[src/rtl/xcnt_pkg.sv]
// Package: shared encodings for the DMA transfer counter unit.
// Assumes the transfer-size and channel-mode codes below are fixed by the
// surrounding controller.
package xcnt_pkg;

    typedef enum logic [1:0] {
        SZ_BYTE = 2'b00,
        SZ_WORD = 2'b01,
        SZ_LONG = 2'b10,
        SZ_SPARE = 2'b11
    } xfer_size_e;

    typedef enum logic [1:0] {
        MODE_NORMAL = 2'b00,
        MODE_BLOCK  = 2'b01,
        MODE_REPEAT = 2'b10,
        MODE_SPARE  = 2'b11
    } chan_mode_e;

    localparam int LANES = 2;

endpackage

[src/rtl/xcnt_lane_merge.sv]
// Module: per-lane write merge. Each lane enabled by the write takes the CPU
// data; every other lane keeps the hardware-updated value.
// Assumes REG_W divides evenly by LANES.
module xcnt_lane_merge #(
    parameter int REG_W = 32,
    parameter int LANES = 2
) (
    input  logic             wr_en,
    input  logic [LANES-1:0] wr_lanes,
    input  logic [REG_W-1:0] wr_data,
    input  logic [REG_W-1:0] hw_val,
    output logic [REG_W-1:0] merged
);
    localparam int LANE_W = REG_W / LANES;

    genvar ln;
    generate
        for (ln = 0; ln < LANES; ln++) begin : g_lane
            // choose CPU or hardware data for this lane
            assign merged[ln*LANE_W +: LANE_W] = (wr_en && wr_lanes[ln])
                ? wr_data[ln*LANE_W +: LANE_W]
                : hw_val[ln*LANE_W +: LANE_W];
        end
    endgenerate
endmodule

[src/rtl/xcnt_count_reg.sv]
// Module: transfer count register. Steps down by the byte size of each finished
// transfer and flags the final step. A zero count is free-running and never
// steps. A CPU write merges over the stepped value.
// Assumes at most one transfer completes per cycle.
module xcnt_count_reg
    import xcnt_pkg::*;
#(
    parameter int REG_W = 32
) (
    input  logic             clk,
    input  logic             rst_n,
    input  logic             step_en,
    input  logic [1:0]       size_code,
    input  logic             wr_en,
    input  logic [LANES-1:0] wr_lanes,
    input  logic [REG_W-1:0] wr_data,
    output logic [REG_W-1:0] cnt_q,
    output logic [REG_W-1:0] cnt_next,
    output logic             final_hit,
    output logic             term_q
);
    logic [REG_W-1:0] step_amt;
    logic [REG_W-1:0] hw_next;

    // decode the transfer size into a byte step
    always_comb begin
        case (size_code)
            SZ_BYTE: step_amt = REG_W'(1);
            SZ_WORD: step_amt = REG_W'(2);
            default: step_amt = REG_W'(4);
        endcase
    end

    // hardware step: hold at zero, saturate the final step to zero
    always_comb begin
        hw_next   = cnt_q;
        final_hit = 1'b0;
        if (step_en && (cnt_q != '0)) begin
            if (cnt_q <= step_amt) begin
                hw_next   = '0;
                final_hit = 1'b1;
            end else begin
                hw_next = cnt_q - step_amt;
            end
        end
    end

    xcnt_lane_merge #(.REG_W(REG_W), .LANES(LANES)) u_merge (
        .wr_en    (wr_en),
        .wr_lanes (wr_lanes),
        .wr_data  (wr_data),
        .hw_val   (hw_next),
        .merged   (cnt_next)
    );

    // store the count and register the terminate pulse
    always_ff @(posedge clk) begin
        if (!rst_n) begin
            cnt_q  <= '0;
            term_q <= 1'b0;
        end else begin
            cnt_q  <= cnt_next;
            term_q <= final_hit;
        end
    end
endmodule

[src/rtl/xcnt_block_reg.sv]
// Module: block-size register. The upper half is a programmed length that only
// the CPU changes. The lower half counts down in counting modes and reloads from
// the upper half where it would reach zero.
// Assumes the counting-mode decision is made by the parent.
module xcnt_block_reg
    import xcnt_pkg::*;
#(
    parameter int REG_W = 32
) (
    input  logic             clk,
    input  logic             rst_n,
    input  logic             step_en,
    input  logic             mode_counts,
    input  logic             wr_en,
    input  logic [LANES-1:0] wr_lanes,
    input  logic [REG_W-1:0] wr_data,
    output logic [REG_W-1:0] blk_q,
    output logic             blk_pulse_q
);
    localparam int HALF_W = REG_W / 2;

    logic [HALF_W-1:0] lo_now;
    logic [HALF_W-1:0] hi_now;
    logic [HALF_W-1:0] lo_hw;
    logic              reload_hit;
    logic [REG_W-1:0]  hw_next;
    logic [REG_W-1:0]  blk_next;

    assign lo_now = blk_q[HALF_W-1:0];
    assign hi_now = blk_q[REG_W-1:HALF_W];

    // lower-half countdown with reload instead of zero
    always_comb begin
        lo_hw      = lo_now;
        reload_hit = 1'b0;
        if (step_en && mode_counts) begin
            if (lo_now <= HALF_W'(1)) begin
                lo_hw      = hi_now;
                reload_hit = 1'b1;
            end else begin
                lo_hw = lo_now - HALF_W'(1);
            end
        end
    end

    assign hw_next = {hi_now, lo_hw};

    xcnt_lane_merge #(.REG_W(REG_W), .LANES(LANES)) u_merge (
        .wr_en    (wr_en),
        .wr_lanes (wr_lanes),
        .wr_data  (wr_data),
        .hw_val   (hw_next),
        .merged   (blk_next)
    );

    // store the register and register the boundary pulse
    always_ff @(posedge clk) begin
        if (!rst_n) begin
            blk_q       <= '0;
            blk_pulse_q <= 1'b0;
        end else begin
            blk_q       <= blk_next;
            blk_pulse_q <= reload_hit;
        end
    end
endmodule

[src/rtl/xcnt_active_ctl.sv]
// Module: channel-active flag. A CPU count write arms or disarms the flag by the
// value it leaves behind. A terminate event clears it and overrides the write.
// Assumes next_nonzero reflects the value being stored this cycle.
module xcnt_active_ctl (
    input  logic clk,
    input  logic rst_n,
    input  logic cnt_wr,
    input  logic next_nonzero,
    input  logic final_hit,
    output logic active_q
);
    // update the flag; termination has the last word
    always_ff @(posedge clk) begin
        if (!rst_n) begin
            active_q <= 1'b0;
        end else if (final_hit) begin
            active_q <= 1'b0;
        end else if (cnt_wr) begin
            active_q <= next_nonzero;
        end
    end
endmodule

[src/rtl/dma_xfer_count_unit.sv]
// Module: top of the per-channel DMA transfer counter unit. It routes the CPU
// port to the count or block-size register, decodes the counting modes and
// drives the active flag.
// Assumes xfer_done is a single-cycle strobe per finished transfer.
module dma_xfer_count_unit
    import xcnt_pkg::*;
#(
    parameter int REG_W = 32
) (
    input  logic             clk,
    input  logic             rst_n,
    input  logic             xfer_done,
    input  logic [1:0]       xfer_size,
    input  logic [1:0]       chan_mode,
    input  logic             cpu_wr_en,
    input  logic             cpu_sel,
    input  logic [1:0]       cpu_wr_lane,
    input  logic [REG_W-1:0] cpu_wdata,
    output logic [REG_W-1:0] tcnt_q,
    output logic [REG_W-1:0] bsize_q,
    output logic             chan_active,
    output logic             term_pulse,
    output logic             blk_pulse
);
    logic             cnt_wr;
    logic             blk_wr;
    logic             mode_counts;
    logic [REG_W-1:0] cnt_next;
    logic             final_hit;

    assign cnt_wr      = cpu_wr_en && !cpu_sel;
    assign blk_wr      = cpu_wr_en && cpu_sel;
    assign mode_counts = (chan_mode == MODE_BLOCK) || (chan_mode == MODE_REPEAT);

    xcnt_count_reg #(.REG_W(REG_W)) u_count (
        .clk       (clk),
        .rst_n     (rst_n),
        .step_en   (xfer_done),
        .size_code (xfer_size),
        .wr_en     (cnt_wr),
        .wr_lanes  (cpu_wr_lane),
        .wr_data   (cpu_wdata),
        .cnt_q     (tcnt_q),
        .cnt_next  (cnt_next),
        .final_hit (final_hit),
        .term_q    (term_pulse)
    );

    xcnt_block_reg #(.REG_W(REG_W)) u_block (
        .clk         (clk),
        .rst_n       (rst_n),
        .step_en     (xfer_done),
        .mode_counts (mode_counts),
        .wr_en       (blk_wr),
        .wr_lanes    (cpu_wr_lane),
        .wr_data     (cpu_wdata),
        .blk_q       (bsize_q),
        .blk_pulse_q (blk_pulse)
    );

    xcnt_active_ctl u_active (
        .clk          (clk),
        .rst_n        (rst_n),
        .cnt_wr       (cnt_wr),
        .next_nonzero (cnt_next != '0),
        .final_hit    (final_hit),
        .active_q     (chan_active)
    );
endmodule

[config.mk]
export PLATFORM = sky130hd
export DESIGN_NAME = dma_xfer_count_unit
export DESIGN_NICKNAME = d
export VERILOG_FILES = /design/src/rtl/xcnt_pkg.sv /design/src/rtl/xcnt_lane_merge.sv /design/src/rtl/xcnt_count_reg.sv /design/src/rtl/xcnt_block_reg.sv /design/src/rtl/xcnt_active_ctl.sv /design/src/rtl/dma_xfer_count_unit.sv
export SDC_FILE = /design/constraint.sdc
export NUM_CORES = 1
export LEC_CHECK = 0
export ABC_AREA = 0
export CORE_UTILIZATION = 64
export CTS_CLUSTER_SIZE = 40
export DETAILED_ROUTE_END_ITERATION = 6
export DONT_BUFFER_PORTS = 1
export PLACE_DENSITY = 0.8
export SETUP_SLACK_MARGIN = 0.15
export SLEW_MARGIN = 20
export SYNTH_ARGS = -nofsm -noshare
export SYNTH_HDL_FRONTEND = slang
export SYNTH_SLANG_ARGS = --single-unit
[constraint.sdc]
create_clock -name clk -period 3.5 [get_ports clk]
set_input_delay 0.875 -clock clk [delete_from_list [all_inputs] [get_ports clk]]
set_output_delay 0.875 -clock clk [all_outputs]
set_load 0.005 [all_outputs]
---- After elaboration in Yosys (flattened, before gate mapping) ----
Index checks and enable logic that the tools add are counted.
storage, ports and cells
  input bits .............................. 43
  logic and storage cells ................. 41
  register bits after elaboration ......... 67
  output and inout bits ................... 67
operators by class
  add/subtract/negate cells ............... 2
  reduce and logical (&&, ||, !) cells .... 16
  equal/unequal tests ..................... 3
  magnitude comparators ................... 2
  muxes and demuxes ....................... 11
  bitwise gates (word level) .............. 1
operator list
  operator               count
  $mux 16                5
  $mux 32                2
  $reduce_bool 32->1     2
  $le 32x3->1            1
  $sub 32x3->32          1
  $le 16x1->1 const B    1
  $sub 16x1->16 const B  1
  $logic_and 1x1->1      8
  $pmux 3 s2             1
  $eq 2x1->1 const B     2
  $mux 1                 3
  $eq 2x2->1 const B     1
  $logic_not 2->1        1
  $reduce_and 2->1       1
  $reduce_bool 2->1      1
  $reduce_or 2->1        1
  $logic_not 1->1        1
  $logic_or 1x1->1       1
  $not 1->1              1

---- Logic depth before layout (Yosys ltp) ----
Gate-level depths: netlist (run 1).
  word-level depth ........................ 7
  depth in mapped cells ................... 13
  depth with buffers taken out ............ 13

---- Hierarchy ----
Synthesis (run 1) repeated with hierarchy kept, for this count alone.
unflattened totals
  cell total of the unflattened synthesis .. 516
  area, all modules ....................... 4529.3 um2
by module, submodules not included
  module               times used  sequential area each (um2)  area each (um2)  cells each
  xcnt_count_reg       1           660.6                       2072.0           251
  xcnt_block_reg       1           660.6                       1527.7           176
  xcnt_lane_merge      2           0.0                         395.4            36
  dma_xfer_count_unit  1           0.0                         96.3             14
  xcnt_active_ctl      1           20.0                        42.5             3

---- Least setup slack after synthesis (run 1) ----
OpenSTA, ideal clock, no wires.
  kind .................................... register to register
  start ................................... reg u_count.cnt_q[12]
  end ..................................... reg u_active.active_q
  data required time ...................... 3.378 ns
  arrival ................................. 3.078 ns
  period minus slack after synthesis ...... 3.200 ns
  stages on the path, launching flop included .. 13
  path slack .............................. 0.300 ns
  setup time .............................. 0.122 ns
  buffers on the path ..................... 3
  cells stage by stage .................... dfxtp_1 or4_1 buf_2 or4_4 buf_6 o41ai_4 buf_6 nor3_1 xor2_1 a22o_1 nor3_1 and4b_1 a21oi_1
between the ends
  longest elaborated chain between the ends .. 5
  elaborated cells between the ends (all ways) .. 12
  those cells by class .................... add/sub (1); order compare (1); mux (6); reduce/logical (4)
ends and longest elaborated chain
  element                                       line                                        source
  start, declared                               xcnt_count_reg.sv:17                        output logic [REG_W-1:0] cnt_q,
  start signal, assigned                        xcnt_count_reg.sv:62                        cnt_q <= cnt_next;
  $sub 32x3->32 (tied with other cells)         xcnt_count_reg.sv:43                        hw_next = cnt_q - step_amt;
  $mux 32 or $logic_and 1x1->1 (tied branches)  xcnt_count_reg.sv:39, xcnt_count_reg.sv:38
  $mux 32                                       xcnt_count_reg.sv:38                        if (step_en && (cnt_q != '0)) begin
  $mux 16                                       xcnt_lane_merge.sv:21                       ? wr_data[ln*LANE_W +: LANE_W]
  $reduce_bool 32->1                            dma_xfer_count_unit.sv:65                   .next_nonzero (cnt_next != '0),
  end signal, assigned                          xcnt_active_ctl.sv:19                       active_q <= next_nonzero;
  end, declared                                 xcnt_active_ctl.sv:10                       output logic active_q
Parallel ways exist; a longest one is shown, timed or not.
A chain may end at the register's enable or synchronous reset.

---- Worst setup path in the final report (run 1) ----
  start ................................... reg u_count.cnt_q[21]
  end ..................................... reg u_active.active_q
Same word-level chain as after synthesis.

==> results.py, run 1 <==
metrics = {
    "detailed_routing": {
        "drt-met1-wl_mm": 5.01,
        "detailroute.wirelength.met2_mm": 5.97,
        "drtIter0Drc": 445,
        "route.detailed.vias_per_inst": 6.86,
        "drt_drc_violations_left": 0,
        "met3_wirelength_mm": 1.73,
        "drtAntennaViolNets": 0,
        "wl_mm": 13.4,
        "dr.max_layer_used": "met4",
        "routedWlPerCell_um": 21.4,
        "first_pass_iters": 5,
        "via_count": 4294,
    },
    "critical_path": {
        "crit_path_max_incr_delay_ns": 0.60,
        "crit_start_category": "flop",
        "worstSetupStartpoint": "u_count.cnt_q[21]",
        "cp.required_ns": 3.74,
        "cp.buffers_inverters": 1,
        "path_common_cell": "or4_4",
        "critical-path-top-delay-family": "simple AND/OR/NAND/NOR gates",
        "crit-reg2reg-capture": "u_active.active_q",
        "setup.reg_to_reg.worst_slack_ns": 0.15,
        "crit_arrival_ns": 3.59,
        "worstSetupPathType": "flop to flop",
        "worstReg2RegStart": "u_count.cnt_q[21]",
        "endpoint_kind": "flop",
        "highest_net_fanout_along_the_worst_path": 5,
        "worstRegToRegCells": 10,
        "critPathSlowestCell": "or4_4",
        "critical_path.cell_chain": "or4_4 > or4_4 > o41ai_4 > buf_4 > nor3_1 > xor2_1 > a22oi_1 > and4_1 > and4b_1 > a21oi_1",
    },
    "timing": {
        "postLayoutSetupSlackWorst_ns": 0.151,
        "worst_slew_slack_as_a_fraction_of_its_limit_pct": 30.0,
        "period_needed_ns": 3.35,
        "hold_viol": 0,
        "smallest_hold_slack_ns": 0.489,
        "finalMaxSlewViolations": 0,
        "rsz_0062_raised_after_global_routing": "no",
        "worst-slew-pin-transition_ns": 1.05,
        "fmax_mhz": 299,
        "fin_worst_skew_ns": 0.0102,
        "setup_violations": 0,
        "min_period_over_period_pct": 95.7,
    },
    "clock_tree": {
        "clock_tree.buffer_depth": 2,
        "cts_sinks": 67,
        "tritoncts": "done",
        "number_of_buffers_added_to_fix_hold_violations_after_cts": 0,
        "clk_latency_worst_skew_pair_ns": 0.36,
        "path_clk_slew_ns": 0.08,
        "cts_buffers": 9,
        "cell_at_the_root_of_the_clock_tree": "clkbuf_8",
        "ctsHtreeMaxLevel": 3,
    },
    "status": {
        "run_status": "finished, final reports clean",
    },
    "min_path": {
        "hold_path_startpoint": "u_block.blk_q[16]",
        "hold_class": "flop to flop",
        "holdPathStages": 2,
        "hold_end": "u_block.blk_q[16]",
    },
    "place": {
        "hpwlAfterDp_mm": 9.80,
        "port-buffer-count": 0,
        "pre_cts_ws_ns": -0.00238,
        "globalplace.congestion": 1.00,
    },
    "global_route": {
        "grt_pass1_vias": 3734,
        "grt_overflow": 0,
        "antenna_found_initial": 0,
        "grt_util_all_layers_pct": 39.7,
        "grt_start_max_net_pins": 54,
        "grt_first_pass_wirelength_mm": 19.4,
    },
    "layout": {
        "fin_nets": 596,
        "post_route_cells_drive_above_1_share_pct": 13.4,
        "insertedDiodeCount": 0,
        "area_delta_synth_final_pct": 13.1,
        "layout.cells.most_common_list": "nand2_1 (73), dfxtp_1 (67), a21oi_1 (60), nor2_1 (47), buf_4 (35)",
        "layout_commonest_cell": "nand2_1",
    },
    "synthesis": {
        "synth_fp_nets": 579,
        "ys_ff_latch": 67,
        "ffs_w_async_s_r_synth_pct": 0,
        "synth_cell_area_um2": 4060,
        "post_synth.cell_area_avg_um2": 7.67,
        "yosys-top-cells-area": "dfxtp_1 (33%), a21oi_1 (7.4%), nand2_1 (6.8%), nor2_1 (4.4%), xor2_1 (3.2%)",
        "yosys_warnings": 0,
        "biggest_area_consumer_among_synthesized_cells": "dfxtp_1",
        "postSynth.topFlopCell": "dfxtp_1",
        "synthDistinctLibCells": 63,
        "post_synth_inst_count": 529,
        "synth_edf_count": 0,
        "yosysSeqAreaShare_pct": 33.1,
        "synth_top_cell_area_share_pct": 33.1,
    },
    "pwr": {
        "worst_ir_drop_vdd_v": 0.000528,
        "seq_power_share_pct": 33.1,
        "p_clk_share_pct": 25.0,
        "intPower_mw": 1.76,
        "netSwitchingFraction_pct": 39.9,
        "leakagePower_nw": 1.78,
        "power_per_cell_area_nw_per_um2": 640,
        "logic_pwr_share_pct": 41.8,
        "power.switching_mw": 1.17,
    },
    "floorplan": {
        "core.rowCount": 28,
        "die-area_um2": 6660,
        "start_util_pct": 67.3,
        "core_area_um2": 6030,
        "die_x_um": 81.6,
        "dieHeight_um": 81.6,
        "i_o_pin_count": 110,
    },
    "run": {
        "drv.max_cap_violation_count": 0,
    },
}
-- flip-flops by register name, summed over array words and instances, names as in the netlist --
name / cells
u_active.active_q: 1
u_count.cnt_q: 32
u_block.blk_pulse_q: 1
u_block.blk_q: 32
u_count.term_q: 1
-- worst max-delay path by stage --
stage | endpoint | cells past startpoint
6_report | u_active.active_q | 10
5_1_grt | u_active.active_q | 10
4_1_cts | u_active.active_q | 9
3_5_place_dp | u_active.active_q | 12
3_3_place_gp | u_active.active_q | 12
2_1_floorplan | u_active.active_q | 12
-- metrics by stage --
stage	setup TNS (ns)	power, mW	instances	cell area, um2	utilization (%)
final	0	2.93	626	4580	76.1
after global routing	0	3.07	626	4580	76.1
after detailed placement	-0.00238	2.10	607	4270	70.8
after CTS	0	2.83	623	4500	74.7
after global placement	0	2.08	607	4270	70.8
after floorplan	0	1.80	529	4060	-
-- layer usage --
metal,up-vias,track usage [%]
li1,1968,-
met3,69,9.56
met2,318,61.9
met4,0,21.4
met1,1939,50.3
met5,-,0
-- kinds of logic (layout without fill, tap and decap cells) --
group                      after synthesis  count (layout)  synth area share, %
muxes                                    1               1                0.278
buffers and inverters                   47              68                 4.78
DFF                                     67              67                 33.1
and+or+nand+nor                        244             245                 31.2
adders and majority gates                7               7                 2.34
AOI/OAI and AO/OA                      140             140                 23.4
xor gates and xnor gates                23              23                 4.97
-- power groups by stage --
stage	logic [mW]	registers [mW]	clock network (mW)
after floorplan	0.830	0.965	0
after CTS	1.13	0.963	0.733
after global placement	1.10	0.977	0
final	1.23	0.971	0.735
after global routing	1.32	0.984	0.768
after detailed placement	1.12	0.981	0
-- synthesized netlist by cell type (5+ instances only) --
cell and count:
or3_1 17, a22oi_1 8, nand3_1 9, o221ai_1 14, o21ai_0 9, and2_1 17, o21ai_1 6, xor2_1 15
xnor2_1 8, nor4_1 13, nor2_1 47, nand2_1 73, inv_1 16, nor3_1 26, o22a_1 5, dfxtp_1 67
a21oi_1 60, a31oi_1 6, or4_1 8, clkbuf_1 26, nand2b_1 6, ha_1 6
-- cell type report --
type | instances | area (um2)
multi-input combinational | 416 | 2600
sequential | 67 | 1340
clock buffer | 9 | 124
inverter | 17 | 63.8
timing repair buffer | 35 | 263
clock inverter | 7 | 100
fill | 468 | 1440
tap | 75 | 93.8
-- worst min-delay path, delay by kind of cell, from the launching register on --
| family | cells | cell delay [ns] |
|---|---|---|
| AND/OR/NAND/NOR | 1 | 0.06 |
| flip-flops | 1 | 0.34 |
| AO/OA/AOI/OAI | 1 | 0.05 |
-- repair_timing --
action                                  CTS  global route
gates cloned                              0             1
endpoints found under the setup margin    1             1
gates resized for setup                   2            10
pin swaps                                 0             3
setup buffers                             0             2
(Power assumes the default switching activity.)
==> inputs of run 2 (changes only) <==
--- a/config.mk
+++ b/config.mk
@@ -5,12 +5,12 @@
 export SDC_FILE = /design/constraint.sdc
 export NUM_CORES = 1
 export LEC_CHECK = 0
-export ABC_AREA = 0
-export CORE_UTILIZATION = 64
+export ABC_AREA = 1
+export CORE_UTILIZATION = 65
 export CTS_CLUSTER_SIZE = 40
 export DETAILED_ROUTE_END_ITERATION = 6
 export DONT_BUFFER_PORTS = 1
-export PLACE_DENSITY = 0.8
+export PLACE_DENSITY = 0.81
 export SETUP_SLACK_MARGIN = 0.15
 export SLEW_MARGIN = 20
 export SYNTH_ARGS = -nofsm -noshare
==> run 2 against run 1 <==
- clock power is 0.5% lower
- die area increased by 15%
- combinational power is 48% higher
- first-iteration DRC count rose by 22%
- clock-buffer cell count unchanged
- fmax rose by 17%
==> results.py, run 2 <==
metrics = {
    "detailed_routing": {
        "wl_mm": 14.6,
        "via_count": 5279,
        "drtAntennaViolNets": 0,
        "route.detailed.vias_per_inst": 5.87,
        "first_pass_iters": 5,
        "drt_drc_violations_left": 0,
        "drtIter0Drc": 544,
        "routedWlPerCell_um": 16.3,
    },
    "synthesis": {
        "synth_edf_count": 0,
        "yosysMostFrequentCell": "nand2_1",
        "synth_common_cells": "nand2_1 (290), nor2_1 (115), inv_1 (82)",
        "yosys-top-cells-area": "dfxtp_1 (28%), nand2_1 (23%), nor2_1 (9.1%), inv_1 (6.5%), nand3_1 (5.2%)",
        "synth_fp_nets": 856,
        "postSynth.topFlopCell": "dfxtp_1",
        "yosysSeqAreaShare_pct": 28.3,
        "biggest_area_consumer_among_synthesized_cells": "dfxtp_1",
        "ffs_w_async_s_r_synth_pct": 0,
        "synth_cell_area_um2": 4750,
        "ys_ff_latch": 67,
        "synth_top_cell_area_share_pct": 28.3,
        "post_synth_inst_count": 806,
        "synthDistinctLibCells": 37,
        "post_synth.cell_area_avg_um2": 5.89,
        "yosys_warnings": 0,
    },
    "critical_path": {
        "worstSetupPathType": "primary input to flop",
        "highest_net_fanout_along_the_worst_path": 4,
        "crit_arrival_ns": 3.09,
        "crit_start_category": "primary input",
        "cp.buffers_inverters": 1,
        "cp.depth": 20,
        "critPathSlowestCell": "nor2_1",
        "endpoint_kind": "flop",
        "setup.reg_to_reg.worst_slack_ns": 0.77,
        "cp.required_ns": 3.74,
        "critical_path.cell_chain": "nor2_1 > ha_1 > fa_1 > inv_1 > nand2_1 > nand2_1 > nor2_2 > nand2_1 > nor2_1 > nand3_1 > nand2_1 > nand2_1 > nand2_1 > nand2_1 > nor2_1 > nand2_1 > nor2_1 > nand2_1 > nor2_1 > nor2_1",
        "crit_path_max_incr_delay_ns": 0.24,
        "critical-path-top-delay-family": "simple AND/OR/NAND/NOR gates",
        "path_common_cell": "nand2_1",
        "worstRegToRegCells": 18,
    },
    "pwr": {
        "intPower_mw": 1.87,
        "power_per_cell_area_nw_per_um2": 725,
        "worst_ir_drop_vdd_v": 0.000383,
        "logic_pwr_share_pct": 50.3,
        "leakagePower_nw": 2.37,
        "power.switching_mw": 1.75,
        "seq_power_share_pct": 29.5,
        "netSwitchingFraction_pct": 48.4,
        "p_clk_share_pct": 20.2,
    },
    "clock_tree": {
        "path_clk_slew_ns": 0.08,
        "cts.repair.resized": 0,
        "tritoncts": "done",
        "number_of_buffers_added_to_fix_hold_violations_after_cts": 0,
        "cell_at_the_root_of_the_clock_tree": "clkbuf_8",
        "clock_tree.buffer_depth": 2,
        "cts_sinks": 67,
        "ctsHtreeMaxLevel": 3,
        "cts_buffers": 9,
        "clk_latency_worst_skew_pair_ns": 0.35,
        "cts.repair_timing.setup_buffer_count": 0,
    },
    "timing": {
        "finalMaxSlewViolations": 0,
        "setup_violations": 0,
        "hold_viol": 0,
        "fin_worst_skew_ns": 0.0167,
        "fmax_mhz": 351,
        "total_negative_setup_slacks_ns": 0,
        "rsz_0062_raised_after_global_routing": "no",
        "worst-slew-pin-transition_ns": 0.921,
        "worst_slew_slack_as_a_fraction_of_its_limit_pct": 38.4,
        "period_needed_ns": 2.85,
        "smallest_hold_slack_ns": 0.505,
        "min_period_over_period_pct": 81.4,
    },
    "place": {
        "dp.cells": 883,
        "globalplace.congestion": 1.02,
        "port-buffer-count": 0,
        "hpwlAfterDp_mm": 11.3,
    },
    "floorplan": {
        "core_area_um2": 6910,
        "dieHeight_um": 87.5,
        "die_x_um": 87.5,
        "die-area_um2": 7650,
        "core.rowCount": 30,
        "i_o_pin_count": 110,
        "start_util_pct": 68.7,
    },
    "layout": {
        "layout_commonest_cell": "nand2_1",
        "insertedDiodeCount": 0,
        "final-instance-count-excl-fill": 899,
        "layout.cells.most_common_list": "nand2_1 (290), nor2_1 (115), inv_1 (82), dfxtp_1 (67), nand3_1 (49)",
        "fin_nets": 848,
        "post_route_cells_drive_above_1_share_pct": 6.72,
        "top_regs": "u_block.blk_q (32), u_count.cnt_q (32)",
        "area_delta_synth_final_pct": 5.32,
    },
    "global_route": {
        "antenna_found_initial": 0,
        "grt_start_max_net_pins": 37,
        "grt_first_pass_wirelength_mm": 22.4,
        "grt_pass1_vias": 4691,
        "grt_util_all_layers_pct": 38.4,
        "grt_overflow": 0,
    },
    "min_path": {
        "hold_class": "flop to flop",
        "holdPathStages": 2,
    },
    "status": {
        "run_status": "finished, final reports clean",
    },
    "run": {
        "drv.max_cap_violation_count": 0,
    },
}
run 2: power groups by stage:
stage | Combinational [mW] | Sequential (mW) | Clock [mW]
4_1_cts | 1.77 | 1.06 | 0.730
3_3_place_gp | 1.72 | 1.08 | 0
6_report | 1.82 | 1.07 | 0.731
5_1_grt | 2.04 | 1.08 | 0.772
3_5_place_dp | 1.76 | 1.08 | 0
2_1_floorplan | 1.45 | 1.02 | 0
run 2: cell families (layout without fill, tap and decap cells):
group / after synthesis / count (layout) / synth area share, %
AND/OR/NAND/NOR: 495 / 495 / 43.8
flip-flops: 67 / 67 / 28.3
adder cells (fa/ha/maj): 7 / 7 / 2.00
multiplexers: 1 / 1 / 0.211
buffers and inverters: 114 / 111 / 9.91
AO/OA/AOI/OAI: 112 / 112 / 14.0
XOR/XNOR: 10 / 10 / 1.84
run 2: final timing paths:
| kind | from | to |
|---|---|---|
| setup / recovery | xfer_size[1] | u_active.active_q |
| hold / removal | u_block.blk_q[25] | u_block.blk_q[25] |
| hold reg to reg | u_block.blk_q[25] | u_block.blk_q[25] |
| setup reg to reg | u_count.cnt_q[0] | u_active.active_q |
run 2: worst register-to-register path, stage by stage (launching register included):
cell and delay, ns:
dfxtp_1 0.37, inv_1 0.09, ha_1 0.23, fa_1 0.41, inv_1 0.07, nand2_1 0.07, nand2_1 0.19, inv_2 0.07
o21bai_4 0.21, nor2_8 0.11, nand2_1 0.12, nand2_1 0.12, o21ai_0 0.26, nor2_1 0.06, nand2_1 0.07, nor2_1 0.05
nand2_1 0.05, nor2_1 0.04, nor2_1 0.08
run 2: through the flow:
step / instance area [um2] / worst slack, ns / power [mW] / util, %
floorplan: 4750 / 0.644 / 2.47 / -
global placement: 4780 / 0.447 / 2.80 / 69.1
detailed placement: 4780 / 0.349 / 2.84 / 69.1
CTS: 5000 / 0.695 / 3.57 / 72.4
global route: 5000 / 0.432 / 3.89 / 72.4
finish: 5000 / 0.649 / 3.62 / 72.4
run 2: cell type report:
cell class	count	area (um2)
clock inverter	7	100
inverter	89	334
timing repair buffer	6	45.0
sequential	67	1340
multi-input combinational	625	2940
clock buffer	9	124
fill	642	1910
tap	96	120
run 2: layer usage:
layer	GRT usage (%)	routed length (um)	up-vias
met2	62.3	6750	289
met1	48.9	5990	2388
met5	0	0	-
met4	14.5	444	0
li1	-	-	2556
met3	10.1	1430	46
